--- src/rtl/corner_recon_pkg.sv ---
package corner_recon_pkg;

    typedef struct packed {
        logic valid;
        logic corner;
        logic row_start;
        logic frame_start;
    } corner_beat_t;

    typedef struct packed {
        logic valid;
        logic pixel;
        logic row_start;
        logic frame_start;
        logic frame_err;
    } pixel_beat_t;

    function automatic logic toggle(input logic cur, input logic flip);
        return cur ^ flip;
    endfunction

    function automatic logic opens_row(input corner_beat_t b);
        return b.row_start | b.frame_start;
    endfunction

endpackage

--- src/rtl/cr_col_tracker.sv ---
module cr_col_tracker
    import corner_recon_pkg::*;
#(
    parameter int WIDTH = 64
) (
    input  logic                     clk,
    input  logic                     rst,
    input  corner_beat_t             beat,
    output logic [$clog2(WIDTH)-1:0] col_addr,
    output logic                     col_ok,
    output logic                     blank_rd,
    output logic                     early_row
);
    localparam int AW = $clog2(WIDTH);
    localparam int CW = $clog2(WIDTH + 1);
    localparam logic [CW-1:0] FULL = CW'(WIDTH);

    logic [CW-1:0] cnt_q;
    logic [CW-1:0] pos;
    logic          first_row_q;

    always_comb begin
        pos       = opens_row(beat) ? '0 : cnt_q;
        col_ok    = pos < FULL;
        col_addr  = pos[AW-1:0];
        early_row = beat.valid & beat.row_start & ~beat.frame_start & (cnt_q < FULL);
        blank_rd  = beat.frame_start | (first_row_q & ~beat.row_start);
    end

    always_ff @(posedge clk) begin
        if (rst) begin
            cnt_q       <= '0;
            first_row_q <= 1'b1;
        end else if (beat.valid) begin
            cnt_q <= col_ok ? pos + 1'b1 : FULL;
            if (beat.frame_start)
                first_row_q <= 1'b1;
            else if (beat.row_start)
                first_row_q <= 1'b0;
        end
    end


    idle_hold_chk: assert property (@(posedge clk) disable iff (rst)
        !beat.valid |=> $stable(cnt_q) && $stable(first_row_q));


    frame_blank_chk: assert property (@(posedge clk) disable iff (rst)
        beat.valid && beat.frame_start |=> first_row_q);


    cnt_range_chk: assert property (@(posedge clk) disable iff (rst)
        cnt_q <= FULL);

endmodule

--- src/rtl/cr_fill_track.sv ---
module cr_fill_track
    import corner_recon_pkg::*;
(
    input  logic         clk,
    input  logic         rst,
    input  corner_beat_t beat,
    output logic         fill_now
);
    logic fill_q;

    always_comb begin
        fill_now = toggle(opens_row(beat) ? 1'b0 : fill_q, beat.corner);
    end

    always_ff @(posedge clk) begin
        if (rst)
            fill_q <= 1'b0;
        else if (beat.valid)
            fill_q <= fill_now;
    end


    fill_hold_chk: assert property (@(posedge clk) disable iff (rst)
        beat.valid && !beat.corner && !opens_row(beat) |=> fill_q == $past(fill_q));


    row_open_chk: assert property (@(posedge clk) disable iff (rst)
        beat.valid && opens_row(beat) |=> fill_q == $past(beat.corner));

endmodule

--- src/rtl/cr_column_store.sv ---
module cr_column_store #(
    parameter int WIDTH = 64
) (
    input  logic                     clk,
    input  logic                     rst,
    input  logic                     we,
    input  logic [$clog2(WIDTH)-1:0] addr,
    input  logic                     wdata,
    output logic                     rdata
);
    logic [WIDTH-1:0] status_q;

    always_comb begin
        rdata = status_q[addr];
    end

    always_ff @(posedge clk) begin
        if (rst)
            status_q <= '0;
        else if (we)
            status_q[addr] <= wdata;
    end


    store_write_chk: assert property (@(posedge clk) disable iff (rst)
        we |=> status_q[$past(addr)] == $past(wdata));

endmodule

--- src/rtl/corner_recon.sv ---
module corner_recon
    import corner_recon_pkg::*;
#(
    parameter int WIDTH = 64
) (
    input  logic clk,
    input  logic rst,
    input  logic in_valid,
    input  logic in_corner,
    input  logic in_row_start,
    input  logic in_frame_start,
    output logic out_valid,
    output logic out_pixel,
    output logic out_row_start,
    output logic out_frame_start,
    output logic out_frame_err
);
    localparam int AW = $clog2(WIDTH);

    corner_beat_t    beat;
    pixel_beat_t     out_q;
    logic [AW-1:0]   col_addr;
    logic            col_ok;
    logic            blank_rd;
    logic            early_row;
    logic            fill_now;
    logic            rdata;
    logic            status_old;
    logic            status_new;

    always_comb begin
        beat.valid       = in_valid;
        beat.corner      = in_corner;
        beat.row_start   = in_row_start;
        beat.frame_start = in_frame_start;
    end

    cr_col_tracker #(.WIDTH(WIDTH)) u_cols (
        .clk       (clk),
        .rst       (rst),
        .beat      (beat),
        .col_addr  (col_addr),
        .col_ok    (col_ok),
        .blank_rd  (blank_rd),
        .early_row (early_row)
    );

    cr_fill_track u_fill (
        .clk      (clk),
        .rst      (rst),
        .beat     (beat),
        .fill_now (fill_now)
    );

    always_comb begin
        status_old = (blank_rd | ~col_ok) ? 1'b0 : rdata;
        status_new = toggle(status_old, fill_now);
    end

    cr_column_store #(.WIDTH(WIDTH)) u_store (
        .clk   (clk),
        .rst   (rst),
        .we    (in_valid & col_ok),
        .addr  (col_addr),
        .wdata (status_new),
        .rdata (rdata)
    );

    always_ff @(posedge clk) begin
        if (rst) begin
            out_q <= '0;
        end else begin
            out_q.valid       <= in_valid;
            out_q.pixel       <= in_valid & status_new;
            out_q.row_start   <= in_valid & opens_row(beat);
            out_q.frame_start <= in_valid & in_frame_start;
            out_q.frame_err   <= early_row;
        end
    end

    assign out_valid       = out_q.valid;
    assign out_pixel       = out_q.pixel;
    assign out_row_start   = out_q.row_start;
    assign out_frame_start = out_q.frame_start;
    assign out_frame_err   = out_q.frame_err;


    lat_on_chk: assert property (@(posedge clk) disable iff (rst)
        in_valid |=> out_valid);


    lat_off_chk: assert property (@(posedge clk) disable iff (rst)
        !in_valid |=> !out_valid && !out_pixel && !out_frame_err);


    err_marker_chk: assert property (@(posedge clk) disable iff (rst)
        out_frame_err |-> out_valid && out_row_start && !out_frame_start);

endmodule

--- config.mk ---
export PLATFORM = sky130hd
export DESIGN_NAME = corner_recon
export DESIGN_NICKNAME = d
export VERILOG_FILES = /design/src/rtl/corner_recon_pkg.sv /design/src/rtl/cr_col_tracker.sv /design/src/rtl/cr_fill_track.sv /design/src/rtl/cr_column_store.sv /design/src/rtl/corner_recon.sv
export SDC_FILE = /design/constraint.sdc
export NUM_CORES = 1
export LEC_CHECK = 0
export BUFFER_PORTS_ARGS = -buffer_cell sky130_fd_sc_hd__buf_4
export CAP_MARGIN = 20
export CORE_MARGIN = 2
export CORE_UTILIZATION = 37
export DETAILED_ROUTE_END_ITERATION = 16
export HOLD_SLACK_MARGIN = 0.12
export SETUP_SLACK_MARGIN = 0.02
export SLEW_MARGIN = 20
export SYNTH_ARGS = -nofsm -noshare
export SYNTH_HDL_FRONTEND = slang
export SYNTH_HIERARCHICAL = 1
export SYNTH_SLANG_ARGS = --single-unit
--- constraint.sdc ---
create_clock -name clk -period 3.5 [get_ports clk]
set_clock_uncertainty 0.2 [all_clocks]
set_input_delay 0.175 -clock clk [delete_from_list [all_inputs] [get_ports clk]]
set_output_delay 0.175 -clock clk [all_outputs]
set_load 0.1 [all_outputs]
==> impl_summary.txt <==
----------------------------------------------------
[Run status]
  Run status ... finished clean

[Placement]
  GPL Wtd Cong ... about 0.86
  Area after DPL ... 4190 µm²
  Number of input and output port buffers inserted ... 10
  Dpl hpwl ... 7550 µm

[STA]
  Unrepaired setup endpoints after global routing ... no
  Maximum clock rate ... 0.310 GHz
  Min Tclk post-route ... ~3.2 ns
  Final setup violation count ... 0
  Max-slew violation total from the final report ... 0
  Period Utilization, post-route ... between 90% and 100%
  Hold violation count in the final report ... 0
  Max-slew headroom ... 35.9%
  Slew @ Worst Pin ... 0.957 ns
  Post-route setup TNS ... 0 ns

[Setup path]
  Slowest cell on crit path ... and2_1
  Startpoint of the most critical register-to-register path ... u_cols/cnt_q[2]
  Startpoint-to-endpoint class of the critical path ... reg2reg
  Instance count on the critical path ... 11
  Minimum setup slack among reg-to-reg paths ... 0.27 ns
  Crit path required time ... 3.57 ns
  Delay of the slowest cell on the worst path ... about 0.42 ns
  RR Endpoint ... u_store/status_q[37]
  Critical path capture point type ... register
  Worst setup path start ... u_cols/cnt_q[2]
  Crit path buffers/inverters ... 1
  Crit path capture ... u_store/status_q[37]
  Depth of the worst register-to-register path ... 11
  Critical path data arrival time ... 3.30 ns
  CP max FO ... 36
  Worst path top cell family by delay ... simple AND/OR/NAND/NOR gates
  Ordered cell list for the critical path ... and2_1 > nor2b_1 > a221oi_1 > o22ai_1 > a221oi_2 > nand4_1 > nand3b_1 > xnor2_2 > buf_12 > nand3_1 > a21oi_1
  Startpoint Class ... register

[Synthesis]
  Netlist Area Pre-Place ... between 3000 and 4000 µm²
  Cell types with the largest area share after synthesis ... dfxtp_1 (40%), nand3_1 (10%), a21oi_1 (8.9%)
  Post-synthesis sequential element count ... between 70 and 80
  Post-synthesis net count ... 484
  Synthesized area per cell ... about 8.3 µm²
  Asr flop ratio synth ... 0%
  Mapped Cells ... 477
  Netlist cell types ... 60
  Warnings from Yosys ... 6
  Sequential share of the synthesized area ... 39.6%
  Number of synthesized flops with an enable pin ... 0
  Share of the synthesized area in the top cell type ... 39.6%
  Primary FF master, synth ... dfxtp_1
  Cell accounting for the most synthesized area ... dfxtp_1

[Clocking]
  Number of clock buffers inserted by TritonCTS ... 9
  Clock-pin transition on the worst setup and hold timing paths ... 0.08 ns
  Root Buffer Master ... clkbuf_8
  Number of clock sinks ... about 80
  Bufs on Longest Clock Path ... 2
  Clock latency at the later pin of the worst-skew pair ... approximately 0.36 ns
  Post-CTS setup buffer count ... 0
  CTS tree ... yes
  Number of levels in the clock H-tree ... 3

[Floorplan]
  Horizontal die dimension ... 107 µm
  Effective utilization at floorplan ... a little under two fifths
  Die Area ... 11500 µm²
  Number of placed I/O pins ... 11
  Vert. Die Dim ... 107 µm
  Std-Cell Core Area ... 10300 µm²
  Std cell rows ... 37

[Routing]
  Total wire length after detailed routing ... 12200 µm
  Post-DR wirelength/cell ... 19.6 µm
  Length of the first detailed-routing pass in iterations ... 5
  Number of nets with antenna violations after routing ... 0
  Vias per cell ... 6.19
  Drt drc ... 0
  DRT iter0 DRCs ... 455
  Via count ... just under 4000

[Pwr]
  Share of total power in the clock network ... 42.2%
  Internal power ... 1370 µW
  Share of total power in sequential cells ... 49.3%
  Total power divided by cell area ... 406 nW/µm²
  Switching component of the power ... 454 µW
  Peak supply drop ... 175 µV
  Comb pwr share ... 8.6%
  Fraction of power spent switching nets ... 25.0%
  Static leakage ... between 0.001 and 0.0015 µW

[GRT]
  Vias in the first global route ... about 3600
  Largest net degree at the start of global routing ... 78
  Global-route wire length before repair ... 19400 µm
  Overall overflow remaining after global route ... 0
  Aggregate global-route resource usage ... 22.0%
  Initial antenna violation count ... 0

[Hold path]
  Min-delay worst type ... in2reg

[Final layout]
  Area growth, synth to finish ... 13.8%
  Most frequent cells in the layout ... nand3_1 (79), dfxtp_1 (78), a21oi_1 (70)
  Share of layout cells above drive strength 1 ... a little over an eighth
  FILL cells ... roughly 1000
  Core occupancy in the finished layout ... 43.4%
  Area of all placed cells without fillers ... 4480 µm²
  Most frequent standard cell in the layout excluding fill and tap cells ... nand3_1
  Net count of the finished layout ... 491
  Number of antenna cells inserted ... 0

[Flow run]
  Max-cap violations ... 0

----------------------------------------------------
## stage by stage
stage	setup WS, ns	hold slack (ns)	instances	total power (µW)
3_5_place_dp	0.162	0.265	602	1060
6_report	0.271	0.155	625	1820
4_1_cts	0.305	0.152	625	1830
5_1_grt	0.0596	0.170	625	1890
3_3_place_gp	0.242	0.257	602	1060
2_1_floorplan	0.246	0.0466	477	1020
## worst min-delay path: stages
cell,delay [ns]
buf_4,0.11
a21o_2,0.09
nand3b_1,0.17
mux2i_1,0.10
## flip-flops by register name, indices dropped and copies added (netlist names)
register            count
out_pixel               1
u_fill/fill_q           1
out_row_start           1
out_frame_err           1
out_valid               1
out_frame_start         1
u_cols/first_row_q      1
u_cols/cnt_q            7
u_store/status_q       64
## metal layers
metal  vias to the layer above  track usage (%)  wire length [µm]
li1                       1784                -                 -
met2                       178             33.0              5570
met4                         0             7.24               309
met1                      1874             31.6              5410
met3                        34             4.38               951
met5                         -                0                 0
## power groups by stage
stage	Combinational, µW	Clock (µW)	Sequential, µW
3_3_place_gp	146	0	917
3_5_place_dp	146	0	917
4_1_cts	154	783	896
5_1_grt	167	823	898
2_1_floorplan	80.6	0	936
6_report	156	767	896
## synthesized netlist by cell type (2+ instances only)
library cell	count
or2b_1	2
buf_6	2
buf_2	9
nand3_1	79
o211a_1	3
nand4_1	2
a31oi_1	5
or3b_2	2
a221oi_1	8
o22ai_1	3
or3_1	2
buf_1	4
and3b_1	3
clkbuf_1	19
o21ai_0	67
nand2_1	18
dfxtp_1	78
a21oi_1	70
nand3b_1	5
o211ai_1	2
mux2i_1	4
nor3b_2	2
nor3_2	4
mux2_2	3
nor2_1	11
and3_1	6
buf_4	4
inv_1	2
mux4_2	5
nor3_1	4
a211oi_1	2
nand2b_1	3
nor2b_1	8
and2_1	10
## timing repair
action                                 4_1_cts  5_1_grt
hold buffers                                 7        0
endpoints found under the hold margin       14        0
gates resized for setup                      0        0
## cell families after synthesis
kind of cell	synth area share [%]
DFF	39.6
adders and majority gates	0.318
AOI/OAI and AO/OA	24.5
buffers and inverters	5.53
xor gates and xnor gates	0.445
and+or+nand+nor	23.9
muxes	5.68
## worst min-delay path by stage
stage / from / endpoint / slack, ns / cells past startpoint
finish: in_frame_start / out_pixel / 0.16 / 4
floorplan: rst / out_frame_err / 0.05 / 1
global route: in_frame_start / out_pixel / 0.17 / 4
CTS: in_frame_start / out_pixel / 0.15 / 4
global placement: u_store/status_q[53] / u_store/status_q[53] / 0.26 / 2
detailed placement: u_store/status_q[51] / u_store/status_q[51] / 0.27 / 2
## area by class of cell
cell class | count | area [µm²] | share of cell area [%]
Clock buffer | 11 | 141 | 3.15
Clock inverter | 5 | 81.3 | 1.81
Inverter | 3 | 11.3 | 0.251
Multi-Input combinational cell | 356 | 2170 | 48.4
Sequential cell | 78 | 1560 | 34.8
Tap cell | 136 | 170 | 3.79
Timing Repair Buffer | 36 | 350 | 7.81
No activity file was read; power rests on OpenSTA's default activity.
